$ cat config.mk
export PLATFORM = sky130hd
export DESIGN_NAME = mdm_line_unit
export DESIGN_NICKNAME = d
export VERILOG_FILES = /design/src/rtl/mdm_pkg.sv /design/src/rtl/mdm_host_ctrl.sv /design/src/rtl/mdm_datapath.sv /design/src/rtl/mdm_line_unit.sv
export SDC_FILE = /design/constraint.sdc
export NUM_CORES = 1
export LEC_CHECK = 0
export ABC_AREA = 1
export BUFFER_PORTS_ARGS = -buffer_cell sky130_fd_sc_hd__clkbuf_2
export CAP_MARGIN = 15
export CORE_MARGIN = 2
export CORE_UTILIZATION = 43
export CTS_BUF_LIST = sky130_fd_sc_hd__clkbuf_4 sky130_fd_sc_hd__clkbuf_8
export DETAILED_ROUTE_END_ITERATION = 10
export GPL_ROUTABILITY_DRIVEN = 0
export PLACE_DENSITY = 0.72
export SETUP_SLACK_MARGIN = 0.2
export SLEW_MARGIN = 15
export SYNTH_ARGS = -nofsm -noshare
export SYNTH_HDL_FRONTEND = slang
export SYNTH_SLANG_ARGS = --single-unit
$ cat constraint.sdc
create_clock -name clk -period 2.4 [get_ports clk]
set_input_delay 0.24 -clock clk [delete_from_list [all_inputs] [get_ports clk]]
set_output_delay 0.24 -clock clk [all_outputs]
set_load 0.02 [all_outputs]
$ cat src/rtl/mdm_pkg.sv
package mdm_pkg;
  localparam int LINES  = 4;
  localparam int CTL_W  = 5;
  localparam int DATA_W = 8;
  // line index order: clear-to-send, data-set-ready, ring, carrier
  localparam int IDX_CTS = 0;
  localparam int IDX_DSR = 1;
  localparam int IDX_RI  = 2;
  localparam int IDX_DCD = 3;
  // control bit positions
  localparam int CB_DTR  = 0;
  localparam int CB_RTS  = 1;
  localparam int CB_AUX1 = 2;
  localparam int CB_AUX2 = 3;
  localparam int CB_LOOP = 4;
  localparam logic [LINES-1:0] LINE_RST = 4'b1011;
  localparam logic [CTL_W-1:0] CTL_RST  = 5'b01000;

  typedef struct packed {
    logic             ctlWr;
    logic [CTL_W-1:0] ctlVal;
    logic             statClr;
  } hostOps_t;
endpackage

$ cat src/rtl/mdm_host_ctrl.sv
module mdm_host_ctrl
  import mdm_pkg::*;
(
  input  logic              ctlWrEn,
  input  logic              statRdEn,
  input  logic [DATA_W-1:0] wrData,
  output hostOps_t          ops
);
  always_comb begin
    ops.ctlWr   = ctlWrEn;
    ops.ctlVal  = wrData[CTL_W-1:0];
    ops.statClr = statRdEn;
  end
endmodule

$ cat src/rtl/mdm_datapath.sv
module mdm_datapath
  import mdm_pkg::*;
#(
  parameter int SYNC_STAGES = 2
)(
  input  logic             clk,
  input  logic             rstN,
  input  hostOps_t         ops,
  input  logic [LINES-1:0] lineIn,
  input  logic             statusEn,
  output logic [CTL_W-1:0] ctlQ,
  output logic [7:0]       statOut,
  output logic [LINES-1:0] pinsOut,
  output logic             irqOut
);
  localparam int LAST = SYNC_STAGES - 1;

  logic [LINES-1:0] syncQ [SYNC_STAGES];
  logic [LINES-1:0] lineQ, deltaQ, effLine, chg;
  logic             loopOn;

  always_ff @(posedge clk or negedge rstN) begin
    if (!rstN) begin
      for (int s = 0; s < SYNC_STAGES; s++) syncQ[s] <= LINE_RST;
    end else begin
      syncQ[0] <= lineIn;
      for (int s = 1; s < SYNC_STAGES; s++) syncQ[s] <= syncQ[s-1];
    end
  end

  always_ff @(posedge clk or negedge rstN) begin
    if (!rstN)          ctlQ <= CTL_RST;
    else if (ops.ctlWr) ctlQ <= ops.ctlVal;
  end

  assign loopOn = ctlQ[CB_LOOP];

  always_comb begin
    if (loopOn) begin
      effLine[IDX_CTS] = ctlQ[CB_RTS];
      effLine[IDX_DSR] = ctlQ[CB_DTR];
      effLine[IDX_RI]  = ctlQ[CB_AUX1];
      effLine[IDX_DCD] = ctlQ[CB_AUX2];
    end else begin
      effLine = syncQ[LAST];
    end
  end

  for (genvar i = 0; i < LINES; i++) begin : g_edge
    if (i == IDX_RI) begin : g_trail
      assign chg[i] = lineQ[i] & ~effLine[i];
    end else begin : g_any
      assign chg[i] = lineQ[i] ^ effLine[i];
    end
  end

  always_ff @(posedge clk or negedge rstN) begin
    if (!rstN) begin
      lineQ  <= LINE_RST;
      deltaQ <= '0;
    end else begin
      lineQ  <= effLine;
      deltaQ <= (ops.statClr ? '0 : deltaQ) | chg;
    end
  end

  assign statOut = {lineQ, deltaQ};
  assign pinsOut = loopOn ? '0 : ctlQ[LINES-1:0];
  assign irqOut  = statusEn & (|deltaQ);


  cts_delta_chk: assert property (@(posedge clk) disable iff (!rstN)
    (lineQ[IDX_CTS] != $past(lineQ[IDX_CTS])) |-> deltaQ[IDX_CTS]);

  ri_trail_chk: assert property (@(posedge clk) disable iff (!rstN)
    (!$past(deltaQ[IDX_RI]) && deltaQ[IDX_RI]) |-> ($past(lineQ[IDX_RI]) && !lineQ[IDX_RI]));

  clear_chk: assert property (@(posedge clk) disable iff (!rstN)
    ($past(ops.statClr) && $stable(lineQ)) |-> (deltaQ == '0));
endmodule

$ cat src/rtl/mdm_line_unit.sv
module mdm_line_unit
  import mdm_pkg::*;
#(
  parameter int SYNC_STAGES = 2
)(
  input  logic       clk,
  input  logic       rstN,
  input  logic       ctlWrEn,
  input  logic       statRdEn,
  input  logic [7:0] wrData,
  input  logic       statusEn,
  input  logic       ctsIn,
  input  logic       dsrIn,
  input  logic       riIn,
  input  logic       dcdIn,
  output logic [7:0] ctlRd,
  output logic [7:0] statRd,
  output logic       dtrOut,
  output logic       rtsOut,
  output logic       aux1Out,
  output logic       aux2Out,
  output logic       statIrq
);
  hostOps_t         ops;
  logic [CTL_W-1:0] ctlQ;
  logic [LINES-1:0] pins;
  logic [LINES-1:0] lineIn;

  assign lineIn = {dcdIn, riIn, dsrIn, ctsIn};

  mdm_host_ctrl u_ctrl (
    .ctlWrEn (ctlWrEn),
    .statRdEn(statRdEn),
    .wrData  (wrData),
    .ops     (ops)
  );

  mdm_datapath #(.SYNC_STAGES(SYNC_STAGES)) u_dp (
    .clk     (clk),
    .rstN    (rstN),
    .ops     (ops),
    .lineIn  (lineIn),
    .statusEn(statusEn),
    .ctlQ    (ctlQ),
    .statOut (statRd),
    .pinsOut (pins),
    .irqOut  (statIrq)
  );

  assign ctlRd   = {{(DATA_W-CTL_W){1'b0}}, ctlQ};
  assign dtrOut  = pins[CB_DTR];
  assign rtsOut  = pins[CB_RTS];
  assign aux1Out = pins[CB_AUX1];
  assign aux2Out = pins[CB_AUX2];


  irq_drop_chk: assert property (@(posedge clk) disable iff (!rstN)
    ($past(statRdEn) && $stable(statRd[7:4])) |-> !statIrq);

  loop_pins_chk: assert property (@(posedge clk) disable iff (!rstN)
    ctlRd[CB_LOOP] |-> !(dtrOut | rtsOut | aux1Out | aux2Out));
endmodule

==> key figures <==
Clock tree
  • Number of gates resized after CTS: 0
  • Hold Buf Count CTS: 3
  • Total CTS buffers: 3
  • Post-CTS setup buffer count: 0
  • CTS tree: built
  • CTS sink count: 21
  • Clock latency on the worst-skew pair: 0.30 ns
  • Max Buffers Root-to-Sink: 2
  • Cell at the root of the clock tree: clkbuf_4
  • Clock transition at the registers of the reported paths: 0.12 ns
  • H-tree levels: 1

Synth
  • Post-Synthesis Cell Area: 836 µm²
  • Largest family of logic cells by synthesized area: simple AND/OR/NAND/NOR gates
  • Mean post-synth cell area: 9.39 µm²
  • Cells after synthesis: 89
  • Synth top area cells: dfrtp_1 (33%), dfstp_2 (31%), nand2_1 (13%)
  • Compound-cell area share of the yosys netlist: 0.0389
  • Post-Synth Adder-Cell Area: 0
  • Yosys warns: 0
  • Simple-Gate Fraction of Synth Area: 0.213
  • Seq/Total Area, Yosys: 0.644
  • Post-synth top area share: 0.329
  • Synth cell types: 12
  • FF+latch count, synth: 21
  • Fraction of synthesized cell area in xor and xnor cells: 0
  • Area leader, netlist: dfrtp_1
  • Mux cell area share after synthesis: 0

Route
  • Total Routed Length: 1.53 mm
  • DRC errors left: 0
  • Number of vias per cell: 4.41
  • Final ANT Viol Nets: 0
  • Iteration-0 DRC Markers: 15
  • DR vias: 661
  • DRT Pass-1 Iters: 3
  • Avg WL per Cell: 10.2 µm

Power and ir drop
  • Leak Pwr: 0.000583 µW
  • Clk pwr share: 0.226
  • Pwr dens: 713 mW/mm²
  • Peak supply drop: 445 µV
  • Switching share of power: 0.317
  • Cell internal pwr: 515 µW
  • Gate power share: 0.212
  • Net Switching: 240 µW
  • Design Power: 755 µW
  • Sequential Power Share: 0.561

Layout
  • Area grow syn2layout: 26.6%
  • Share of cells above drive strength 1: 0.360
  • Diodes inserted: 0
  • Final Cell Area: 0.00106 mm²
  • Nets@finish: 143

Floorplanning
  • Die height: 48.1 µm
  • Row cnt: 15
  • Core footprint: 0.00178 mm²
  • Initial core utilization: 0.469
  • Chip width: 48.1 µm
  • Die area: 0.00231 mm²
  • Ports: 38

Critical path
  • CP startpoint kind: register
  • Crit Path Category: register to output pin
  • Worst-path maximum fanout: 13
  • Crit end category: output pin
  • Worst r2r src: u_dp.ctlQ[4]
  • Arr. time, crit path: 1.18 ns
  • Crit. Startpoint: u_dp.ctlQ[4]
  • Worst EP required: 2.16 ns

Global route
  • Initial antenna violation count: 0
  • Maximum number of pins on one net before global-route repair: 22
  • Grt ovf: 0
  • Global-route wire length before repair: 2.47 mm
  • Number of global-route vias before repair: 582
  • GRT Overall Usage: 0.159

Placement
  • Post-DP HPWL: 1.14 mm
  • Port Buffer Count: 31
  • Placed cell area: 991 µm²
  • Worst slack at placement: 1.20 ns

Run status
  • Status: complete, no violations

Timing
  • Hold WS: 0.0296 ns
  • Final setup viols: 0
  • RSZ-0062 raised after global routing: false
  • Worst Setup Slack, final: 0.981 ns
  • Measured slew at the worst slew-check pin: 0.502 ns
  • Slew margin rel.: 0.665
  • Final hold violation count: 0
  • Fin Clk Skew: 0.00566 ns
  • Post-layout min period: 1.42 ns
  • Final Cycle Share: 0.591
  • Fmax: 0.705 GHz
  • Max-slew violation count: 0
  • Total Neg Setup Slack: 0 ns

Min path
  • Hold path start: riIn
  • Min-Delay Path Class: primary input to register

Job
  • Max-cap violations: 0
cell usage in the layout, fill, tap and decap left out:
cell type and instances:
clkbuf_2 31, nand2_1 28, inv_1 12, dfrtp_1 11, nand3_1 10, dfstp_2 10
nor2_1 6, o21ai_0 5, dlygate4sd3_1 4, conb_1 3, clkbuf_4 3, a21boi_0 1
clkinv_2 1
power groups by stage:
| stage | Combinational (µW) | Sequential, µW | Clock, µW |
|---|---|---|---|
| 4_1_cts | 163 | 424 | 178 |
| 3_5_place_dp | 159 | 430 | 0 |
| 5_1_grt | 182 | 430 | 187 |
| 2_1_floorplan | 71.5 | 460 | 0 |
| 3_3_place_gp | 154 | 429 | 0 |
| 6_report | 160 | 424 | 171 |
sequential cells by signal (all words and copies together) (netlist names):
register,flops
u_dp.ctlQ,5
u_dp.deltaQ,4
u_dp.lineQ,4
u_dp.syncQ,8
Yosys cell counts:
cell type,number
nand2_1,28
inv_1,12
dfrtp_1,11
dfstp_2,10
nand3_1,10
nor2_1,6
o21ai_0,5
buf_4,3
a21boi_0,1
buf_2,1
buf_6,1
conb_1,1
worst paths after layout:
check | to | slack [ns] | depth (start not counted)
worst max-delay path | aux1Out | 0.98 | 2
worst min-delay path | u_dp.syncQ[6] | 0.03 | 1
worst max register to register | u_dp.deltaQ[1] | 1.22 | 4
worst min register to register | u_dp.syncQ[1] | 0.36 | 0
max in group asynchronous | u_dp.lineQ[0] | 1.61 | 2
min in group asynchronous | u_dp.ctlQ[0] | 0.42 | 2
cells by family (layout without fill, tap and decap cells):
family | after synthesis | count (layout)
buffers and inverters | 17 | 51
AO/OA/AOI/OAI | 6 | 6
other | 1 | 3
AND/OR/NAND/NOR | 44 | 44
flip-flops | 21 | 21
through the flow:
stage / std cells / utilization
floorplan: 91 / -
global placement: 142 / 0.556
detailed placement: 142 / 0.556
CTS: 149 / 0.588
global route: 150 / 0.594
finish: 150 / 0.594
worst max-delay path, stage by stage, from the launching register on:
cell	delay (ns)
dfrtp_1	0.54
nor2_1	0.16
clkbuf_2	0.18
metal layers:
metal  share of wire  track usage
met5               0            0
met4          0.0079       0.0811
met3           0.037       0.0226
met2            0.49        0.253
met1            0.46        0.213
final cells by class:
cell class	count	area (µm²)
tap	25	31.3
timing repair buffer	35	195
inverter	12	45.0
sequential	21	538
clock buffer	3	22.5
multi-input combinational	53	221
fill	174	724
clock inverter	1	5.00
Power figures use the tool's default switching activity.
